$ cat config.mk
export PLATFORM = sky130hd
export DESIGN_NAME = te_sync_detect
export DESIGN_NICKNAME = d
export VERILOG_FILES = /design/src/rtl/te_sync_pkg.sv /design/src/rtl/te_tick_gen.sv /design/src/rtl/te_pulse_meter.sv /design/src/rtl/te_line_match.sv /design/src/rtl/te_sync_detect.sv
export SDC_FILE = /design/constraint.sdc
export NUM_CORES = 1
export LEC_CHECK = 0
export BUFFER_PORTS_ARGS = -buffer_cell sky130_fd_sc_hd__buf_2
export CORE_MARGIN = 3
export CORE_UTILIZATION = 54
export DETAILED_ROUTE_END_ITERATION = 6
export HOLD_SLACK_MARGIN = 0.08
export PLACE_DENSITY = 0.83
export SETUP_SLACK_MARGIN = 0.4
export SYNTH_ARGS = -nofsm -noshare
export SYNTH_HDL_FRONTEND = slang
export SYNTH_SLANG_ARGS = --single-unit
$ cat constraint.sdc
create_clock -name clk -period 2.59 [get_ports clk]
set_clock_uncertainty 0.1 [all_clocks]
set_input_delay 0.1295 -clock clk [delete_from_list [all_inputs] [get_ports clk]]
set_output_delay 0.1295 -clock clk [all_outputs]
set_load 0.1 [all_outputs]
$ cat src/rtl/te_sync_pkg.sv
package te_sync_pkg;
   typedef enum logic [1:0] {
      TE_MODE_OFF   = 2'd0,
      TE_MODE_RSVD  = 2'd1,
      TE_MODE_LINE  = 2'd2,
      TE_MODE_VSYNC = 2'd3
   } te_mode_e;

   localparam int unsigned TE_VS_UNIT_SHIFT = 3;
endpackage

$ cat src/rtl/te_tick_gen.sv
module te_tick_gen #(
   parameter int unsigned DIV_W = 3
) (
   input  logic             clk,
   input  logic             rst_n,
   input  logic [DIV_W-1:0] cfg_div,
   output logic             tick_en
);
   logic [DIV_W-1:0] div_cnt;

   assign tick_en = (div_cnt >= cfg_div);

   always_ff @(posedge clk or negedge rst_n) begin
      if (!rst_n)       div_cnt <= '0;
      else if (tick_en) div_cnt <= '0;
      else              div_cnt <= div_cnt + 1'b1;
   end

   // a tick with a divider above one is followed by a quiet cycle
   p_tick_spacing_r1: assert property (@(posedge clk) disable iff (!rst_n)
      (tick_en && cfg_div != '0) |=> (!tick_en || cfg_div == '0));
endmodule

$ cat src/rtl/te_pulse_meter.sv
module te_pulse_meter #(
   parameter int unsigned CNT_W = 13
) (
   input  logic             clk,
   input  logic             rst_n,
   input  logic             tick_en,
   input  logic             lvl,
   output logic             end_stb,
   output logic [CNT_W-1:0] width
);
   logic [CNT_W-1:0] run_cnt;

   assign end_stb = tick_en && !lvl && (run_cnt != '0);
   assign width   = run_cnt;

   always_ff @(posedge clk or negedge rst_n) begin
      if (!rst_n) begin
         run_cnt <= '0;
      end else if (tick_en) begin
         if (!lvl)                run_cnt <= '0;
         else if (run_cnt != '1)  run_cnt <= run_cnt + 1'b1;
      end
   end

   // once a pulse has been reported the width measurement restarts
   p_width_restart_r1: assert property (@(posedge clk) disable iff (!rst_n)
      end_stb |=> (run_cnt == '0));

   // width never moves between ticks
   p_width_hold_r1: assert property (@(posedge clk) disable iff (!rst_n)
      !tick_en |=> $stable(run_cnt));
endmodule

$ cat src/rtl/te_line_match.sv
module te_line_match
   import te_sync_pkg::*;
#(
   parameter int unsigned LINE_W = 11
) (
   input  logic              clk,
   input  logic              rst_n,
   input  logic              tick_en,
   input  logic              vs_evt,
   input  logic              hs_evt,
   input  te_mode_e          mode,
   input  logic [LINE_W-1:0] target,
   output logic              match_n
);
   logic [LINE_W-1:0] line_cnt;
   logic [LINE_W-1:0] line_nxt;
   logic              hit;

   always_comb begin
      line_nxt = line_cnt;
      if (vs_evt)                         line_nxt = '0;
      else if (hs_evt && line_cnt != '1)  line_nxt = line_cnt + 1'b1;
   end

   always_comb begin
      unique case (mode)
         TE_MODE_VSYNC: hit = vs_evt;
         TE_MODE_LINE:  hit = (vs_evt || hs_evt) && (line_nxt == target);
         default:       hit = 1'b0;
      endcase
   end

   always_ff @(posedge clk or negedge rst_n) begin
      if (!rst_n) begin
         line_cnt <= '0;
         match_n  <= 1'b1;
      end else begin
         line_cnt <= line_nxt;
         if (hit)          match_n <= 1'b0;
         else if (tick_en) match_n <= 1'b1;
      end
   end

   // vertical sync leaves the line counter at zero
   p_line_clear_r7: assert property (@(posedge clk) disable iff (!rst_n)
      vs_evt |=> (line_cnt == '0));

   // a lone horizontal sync advances the count by one
   p_line_step_r7: assert property (@(posedge clk) disable iff (!rst_n)
      (hs_evt && !vs_evt && line_cnt != '1) |=> (line_cnt == $past(line_cnt) + 1'b1));

   // a low match pulse persists until the next tick
   p_match_hold_r8: assert property (@(posedge clk) disable iff (!rst_n)
      (!match_n && !tick_en) |=> !match_n);

   // disabled modes release the output at every tick
   p_mode_off_r5: assert property (@(posedge clk) disable iff (!rst_n)
      (tick_en && (mode == TE_MODE_OFF || mode == TE_MODE_RSVD)) |=> match_n);
endmodule

$ cat src/rtl/te_sync_detect.sv
module te_sync_detect
   import te_sync_pkg::*;
#(
   parameter int unsigned DIV_W       = 3,
   parameter int unsigned HS_W        = 3,
   parameter int unsigned VS_W        = 9,
   parameter int unsigned LINE_W      = 11,
   parameter int unsigned SYNC_STAGES = 2
) (
   input  logic              clk,
   input  logic              rst_n,
   input  logic              te_in,
   input  logic [DIV_W-1:0]  cfg_div,
   input  logic [HS_W-1:0]   cfg_hs_width,
   input  logic [VS_W-1:0]   cfg_vs_width,
   input  logic              cfg_hs_inv,
   input  logic              cfg_vs_inv,
   input  logic [1:0]        cfg_mode,
   input  logic [LINE_W-1:0] cfg_line,
   output logic              match_n
);
   localparam int unsigned CNT_W   = VS_W + TE_VS_UNIT_SHIFT + 1;
   localparam int unsigned N_PATHS = 2;
   localparam int unsigned P_HS    = 0;
   localparam int unsigned P_VS    = 1;

   initial begin : p_param_chk
      assert (SYNC_STAGES >= 2) else $error("te_sync_detect: SYNC_STAGES below 2");
      assert (HS_W <= VS_W + TE_VS_UNIT_SHIFT) else $error("te_sync_detect: HS_W too wide");
      assert (DIV_W >= 1 && LINE_W >= 1) else $error("te_sync_detect: zero width field");
   end

   logic             tick_en;
   logic [SYNC_STAGES-1:0] te_sync;
   logic             te_s;
   logic [N_PATHS-1:0] path_lvl;
   logic [N_PATHS-1:0] path_end;
   logic [CNT_W-1:0] path_width [N_PATHS];
   logic [CNT_W-1:0] hs_th;
   logic [CNT_W-1:0] vs_th;
   logic             hs_evt;
   logic             vs_evt;

   always_ff @(posedge clk or negedge rst_n) begin
      if (!rst_n) te_sync <= '0;
      else        te_sync <= {te_sync[SYNC_STAGES-2:0], te_in};
   end
   assign te_s = te_sync[SYNC_STAGES-1];

   te_tick_gen #(.DIV_W(DIV_W)) u_tick (
      .clk     (clk),
      .rst_n   (rst_n),
      .cfg_div (cfg_div),
      .tick_en (tick_en)
   );

   assign path_lvl[P_HS] = te_s ^ cfg_hs_inv;
   assign path_lvl[P_VS] = te_s ^ cfg_vs_inv;

   for (genvar gi = 0; gi < N_PATHS; gi++) begin : g_path
      te_pulse_meter #(.CNT_W(CNT_W)) u_meter (
         .clk     (clk),
         .rst_n   (rst_n),
         .tick_en (tick_en),
         .lvl     (path_lvl[gi]),
         .end_stb (path_end[gi]),
         .width   (path_width[gi])
      );
   end

   assign hs_th = CNT_W'(cfg_hs_width) + 1'b1;
   assign vs_th = (CNT_W'(cfg_vs_width) + 1'b1) << TE_VS_UNIT_SHIFT;

   assign vs_evt = path_end[P_VS] && (path_width[P_VS] >= vs_th);
   assign hs_evt = path_end[P_HS] && (path_width[P_HS] >= hs_th)
                                  && (path_width[P_HS] <  vs_th);

   te_line_match #(.LINE_W(LINE_W)) u_match (
      .clk     (clk),
      .rst_n   (rst_n),
      .tick_en (tick_en),
      .vs_evt  (vs_evt),
      .hs_evt  (hs_evt),
      .mode    (te_mode_e'(cfg_mode)),
      .target  (cfg_line),
      .match_n (match_n)
   );

   // one tick never carries both classifications
   p_evt_exclusive_r2: assert property (@(posedge clk) disable iff (!rst_n)
      !(vs_evt && hs_evt));

   // vertical-only mode answers a vertical sync in the next cycle
   p_vsync_match_r6: assert property (@(posedge clk) disable iff (!rst_n)
      (vs_evt && cfg_mode == 2'd3) |=> !match_n);
endmodule

==> results of run 1 <==
-- layout by cell type (no fill, tap or decap), types with 3 or more instances in the layout --
master / count
xor2_2: 7
nand4_1: 6
buf_4: 80
buf_6: 20
and3_1: 3
nor2_4: 4
a21oi_2: 11
o21ai_1: 4
ha_1: 21
inv_1: 18
nor3_1: 3
nand3_1: 17
xnor2_1: 7
and3_4: 6
xor2_1: 12
o21ai_0: 12
dfrtp_1: 41
nand2_1: 14
nor3_4: 3
nor2_1: 32
nand3_4: 4
inv_2: 3
a31oi_4: 3
a21oi_1: 6
nor4_1: 4
or3_1: 4
nor2_2: 4
nor2b_1: 3
nand3_2: 8
clkbuf_8: 6
or3_4: 8
ha_4: 13
buf_2: 33
xnor2_2: 5
nand2_2: 5
-- state kept, by name, indices dropped and copies added (netlist names) --
name and count:
u_match.match_n 1, u_tick.div_cnt 3, te_sync 2, u_match.line_cnt 11, g_path.u_meter.width 26
-- cell usage after synthesis (all sizes together) (2+ instances only) --
library cell	instances	area (um2)
xnor2	14	123
nor4	8	50.1
or4	3	26.3
a211oi	2	15.0
a31oi	5	31.3
nor2	40	153
nand2b	3	18.8
mux2i	3	30.0
nor2b	5	31.3
o211ai	2	20.0
inv	21	78.8
or3	12	75.1
and2	2	12.5
buf	2	16.3
ha	34	425
a21oi	19	98.9
o311ai	3	26.3
nor3	8	45.0
dfrtp	42	1050
nand3	29	145
nand2	20	75.1
clkbuf	3	11.3
nand4	6	37.5
o21ai	18	105
and4	2	17.5
xor2	19	181
and3	9	56.3
-- kinds of logic (layout without fill, tap and decap cells) --
family,Yosys count,after routing,synth area share [%]
AND/OR/NAND/NOR,150,150,24.5
XOR/XNOR,33,33,9.65
AO/OA/AOI/OAI,62,62,13.5
buffers and inverters,26,164,3.38
flip-flops,43,43,34.2
multiplexers,4,4,1.31
adder cells (fa/ha/maj),34,34,13.5
-- area by class of cell --
cell class                 instances  area share, %
multi-input combinational        283           53.4
clock inverter                     2          0.759
clock buffer                       6           1.62
inverter                          21           1.54
sequential                        43           21.1
timing repair buffer             135           19.8
tap                               72           1.76
-- tightest hold or removal path: stages --
cell     delay, ns
buf_2         0.08
xor2_1        0.16
nand3_2       0.09
o21ai_1       0.05
-- final timing paths --
path | startpoint | to | slack, ns | depth (start not counted)
max | cfg_vs_width[0] | u_match.match_n | -0.55 | 15
min | cfg_vs_inv | g_path[1].u_meter.width[1] | 0.15 | 4
max reg2reg | g_path[0].u_meter.width[6] | u_match.match_n | -0.54 | 11
min reg2reg | te_sync[0] | te_sync[1] | 0.30 | 0
max in group asynchronous | rst_n | g_path[0].u_meter.width[5] | 1.27 | 2
min in group asynchronous | rst_n | g_path[1].u_meter.width[11] | 0.45 | 2
-- power by group --
group | internal [W] | total, W | switching [W]
Combinational | 0.000745 | 0.00152 | 0.000773
Clock | 0.000318 | 0.000587 | 0.000269
Sequential | 0.000757 | 0.000844 | 0.0000870
Total | 0.00182 | 0.00295 | 0.00113
-- per-stage QoR --
| stage | utilization, % | TNS (ns) | power, W | hold WS, ns |
|---|---|---|---|---|
| 2_1_floorplan | - | -0.296 | 0.00128 | -0.266 |
| 3_3_place_gp | 70.6 | -1.27 | 0.00171 | 0.141 |
| 3_5_place_dp | 70.6 | -2.09 | 0.00175 | 0.145 |
| 4_1_cts | 82.5 | -0.287 | 0.00255 | 0.109 |
| 5_1_grt | 91.7 | -1.18 | 0.00305 | 0.191 |
| 6_report | 91.7 | -0.962 | 0.00295 | 0.153 |
-- timing repair --
item | CTS | global route
setup endpoints to repair | 29 | 33
hold buffers | 2 | 0
resized for setup | 76 | 74
pin swaps | 30 | 48
hold endpoints to repair | 43 | 0
buffers inserted | 14 | 15
-- per-layer routing --
metal  track usage (%)  up-vias
met4              16.3        0
li1                  -     1555
met3              7.48      122
met2              60.4      324
met1              41.0     1812
met5                 0        -
==> results.tsv, run 1 <==
metric	value	unit
wl_met3	1300	um
cts_sinks	43	
drt_pass1_iterations	7	
status	complete, but fails checks	
route.detailed.drc	9	
critPathKind	in2reg	
worstPathRequired	2.70	ns
initial_utilization	56.5	%
cp.arrival	3.25	ns
port_buffers	33	
grt-ovfl-total	0	
dieWidth	82.4	um
ioPinCount	34	
startpoint_type	primary input	
clk_latency	0.31	ns
leakagePower	2.24	nW
final_nets	556	
stdcell_count	562	
drv_cap	0	
violations	design-rule violations, negative setup slack	
wl_met2	6570	um
final_area	5110	um2
num_rows	27	
synth_seq_area_share	34.2	%
synth_cells	352	
n_fill_cell	198	
yosys_most_used_dff	dfrtp_1	
ys_ff_latch	43	
die_y	82.4	um
hpwlAfterDp	6240	um
slew_headroom	32.9	%
cts_buffer_depth	2	
first_iter_violations	367	
drive_gt1_share	52.7	%
grt_setup_unrepaired	true	
wl_per_cell	24.9	um
cts_tree	built	
crit_top_cell	xor2_2	
tightestPinTransition	1.01	ns
endpoint_kind	register	
vdd_drop_max	0.547	mV
syn-num-nets	419	
finalWeightedCongestion	0.914	
path_cells	buf_2, buf_4, nand3_2, xor2_2, ha_1, nand3_1, a21oi_2, o31a_1, or3_4, buf_6, or4_4, o21ai_4, xor2_2, nor4_2, a31oi_1	
grt_max_degree	44	
core-area	5570	um2
place_area	3940	um2
fin_ws	-0.554	ns
clock.fmax	318	MHz
slowest_delay	0.44	ns
crit_buf_inv	3	
highest_layer	met4	
synth_edf_count	0	
dpl.cell_count	523	
grt_pass1_wl	17800	um
hold_class	in2reg	
ys_warn_count	0	
drt_wl_total	14000	um
ff_latch_area	1080	um2
root_buffer	clkbuf_8	
multiInputGateArea	2730	um2
cpMaxStageDelayCell	or3_4	
drt-vias-per-instance	6.78	
path_delay_family	simple AND/OR/NAND/NOR gates	
track_usage	34.9	%
clk_pin_slew	0.09	ns
grt_pass1_vias	3582	
hold_viol	0	
cts_buffers	5	
postSynthAreaPerCell	8.95	um2
place_ws	-0.685	ns
dieArea	6790	um2
area.growth.synth_to_final	62.2	%
synth_area	3150	um2
num_vias	3813	
antenna_found_initial	0	
final.min_clock_period	3.14	ns
powerDensity	577	nW/um2
setup_viol	4	
antennaDiodeCount	0	
worstPathMaxFanout	6	
period_share	121	%
htree_levels	2	
async_flop_share	100	%
drt-met1-wl	5000	um
ant_nets	0	
post_synth_num_cell_types	55	
finalMaxSlewViolations	0	
(Power assumes the default switching activity.)
==> run 2, diff against run 1 <==
--- a/config.mk
+++ b/config.mk
@@ -10,7 +10,7 @@
 export CORE_UTILIZATION = 54
 export DETAILED_ROUTE_END_ITERATION = 6
 export HOLD_SLACK_MARGIN = 0.08
-export PLACE_DENSITY = 0.83
+export PLACE_DENSITY = 0.77
 export SETUP_SLACK_MARGIN = 0.4
 export SYNTH_ARGS = -nofsm -noshare
 export SYNTH_HDL_FRONTEND = slang
==> results.tsv, run 2 (same netlist as run 1, synthesis figures left out) <==
metric	value	unit	change
hold_class	in2reg		
finalWeightedCongestion	0.939		+2.7%
drt_wl_total	14000	um	+0.11%
status	complete, but fails checks		
core-area	5570	um2	unchanged
setup_viol	3		-1
port_buffers	33		unchanged
grt_max_degree	44		unchanged
grt_pass1_wl	15700	um	-12%
drt-vias-per-instance	6.83		+0.62%
finish.utilization	90.8	%	-0.94 points
initial_utilization	56.5	%	unchanged
rr_worst_depth	14		+3
antenna_found_initial	0		unchanged
antennaDiodeCount	0		unchanged
powerDensity	553	nW/um2	-4.2%
fin_ws	-0.546	ns	+0.00809 ns
num_rows	27		unchanged
regToRegSetupSlack	-0.53	ns	about the same
leakagePower	2.27	nW	+1.3%
cpMaxStageDelayCell	nor4_1		
hold-path-endpoint	g_path[1].u_meter.width[0]		
dieArea	6790	um2	unchanged
finalMaxSlewViolations	0		unchanged
r2r-end	u_match.match_n		
grt-ovfl-total	0		unchanged
worstPathMaxFanout	3		-3
cts_tree	built		
hpwlAfterDp	6380	um	+2.2%
period_share	121	%	-0.31 points
tns	-0.818	ns	+0.143 ns
clock.fmax	319	MHz	+0.26%
grt_setup_unrepaired	true		
clk_latency	0.31	ns	about the same
route.detailed.drc	0		-9
cts_buffer_depth	2		unchanged
root_buffer	clkbuf_8		
endpoint_kind	register		
r2r_start	g_path[0].u_meter.width[0]		
drt_pass1_iterations	7		unchanged
final_common_cell	buf_4		
cts_buffers	5		unchanged
track_usage	30.6	%	-4.3 points
clk_pin_slew	0.09	ns	about the same
final.min_clock_period	3.14	ns	-0.00809 ns
grt_use_met3	4.99	%	-2.5 points
path_cells	buf_6, and3_4, and3_4, nand3_4, xor2_4, ha_4, a21oi_2, o211ai_1, buf_4, buf_6, nor4_1, xnor2_1, mux2i_1, o311ai_1, nor3_2, a31oi_1		
tightestPinTransition	1.02	ns	+0.0168 ns
startpoint_type	primary input		
final_nets	560		+0.72%
drive_gt1_share	49.8	%	-2.9 points
wl_per_cell	24.8	um	-0.59%
grt_use_met1	36.3	%	-4.7 points
worstPathRequired	2.72	ns	+0.02 ns
n_fill_cell	212		+7.1%
die_y	82.4	um	unchanged
ioPinCount	34		unchanged
holdPathStages	5		+1
violations	negative setup slack		
vdd_drop_max	0.522	mV	-4.5%
area.growth.synth_to_final	60.6	%	
htree_levels	2		unchanged
critPathKind	in2reg		
slew_headroom	31.7	%	-1.1 points
drv_cap	0		unchanged
largest_reg_flops	26		unchanged
hold_viol	0		unchanged
grt_busiest_layer	met2		
cp.arrival	3.26	ns	about the same
slowest_delay	0.43	ns	about the same
num_vias	3864		+1.3%
ant_nets	0		unchanged
layout_common_cells	78 x buf_4, 42 x dfrtp_1, 32 x nor2_1, 30 x buf_2, 27 x buf_6		
place_ws	-0.909	ns	-0.224 ns
dieWidth	82.4	um	unchanged
grt_pass1_vias	3375		-5.8%
hp-start	cfg_vs_inv		
first_iter_violations	428		+17%
cts_sinks	43		unchanged
use_met2	53.9	%	-6.5 points
-- run 2: cell count changes in the layout (fill, tap and decap cells not counted), moves of 3 or more --
cell	previous run	this run
nand3_4	4	7
buf_6	20	27
xor2_4	0	3
nand2_4	1	4
ha_1	21	24
ha_4	13	9
buf_2	33	30
o21ai_1	4	1
-- run 2: per-stage QoR --
step,instances,hold slack (ns),total power [W],cell area (um2)
3_5_place_dp,527,0.140,0.00176,3970
6_report,566,0.218,0.00280,5060
4_1_cts,552,0.152,0.00236,4550
3_3_place_gp,527,0.143,0.00171,3970
2_1_floorplan,352,-0.266,0.00128,3170
5_1_grt,566,0.247,0.00288,5060
-- run 2: critical path, delay by kind of cell --
family                     cells  cell delay (ns)
buffers and inverters          3             0.37
xor gates and xnor gates       2             0.55
and+or+nand+nor                5             1.15
AOI/OAI and AO/OA              4             0.56
adders and majority gates      1             0.25
muxes                          1             0.25
-- run 2: area by class of cell --
class,instances,area [um2],share of cell area [%]
Timing Repair Buffer,139,1080,21.3
Inverter,21,78.8,1.56
Multi-Input combinational cell,283,2650,52.3
Clock inverter,2,12.5,0.247
Tap cell,72,90.1,1.78
Clock buffer,6,72.6,1.43
Sequential cell,43,1080,21.3
-- run 2: per-layer routing --
layer  wire length [um]  vias up
li1                   -     1549
met1               4870     1848
met2               6760      326
met3               1310      141
met4               1070        0
met5                  0        -
-- run 2: report_power, final --
group	total, W	switching, W	internal, W
sequential	0.000827	0.0000705	0.000757
combinational	0.00152	0.000780	0.000736
clock	0.000453	0.000264	0.000189
-- run 2: how the worst max path moves through the flow --
stage | startpoint | to | slack [ns]
4_1_cts | cfg_vs_width[3] | u_match.match_n | -0.31
5_1_grt | cfg_vs_width[3] | u_match.match_n | -0.71
3_5_place_dp | cfg_vs_width[2] | u_match.match_n | -0.91
6_report | cfg_vs_width[4] | u_match.match_n | -0.55
2_1_floorplan | cfg_vs_width[2] | u_match.match_n | -0.30
3_3_place_gp | cfg_vs_width[0] | u_match.match_n | -0.66
-- run 2: timing repair --
item / in CTS / in global routing
hold buffers: 4 / 0
resized for setup: 67 / 79
endpoints found under the setup margin: 28 / 31
hold endpoints to repair: 44 / 0
buffers inserted: 13 / 14
pin swaps: 32 / 30
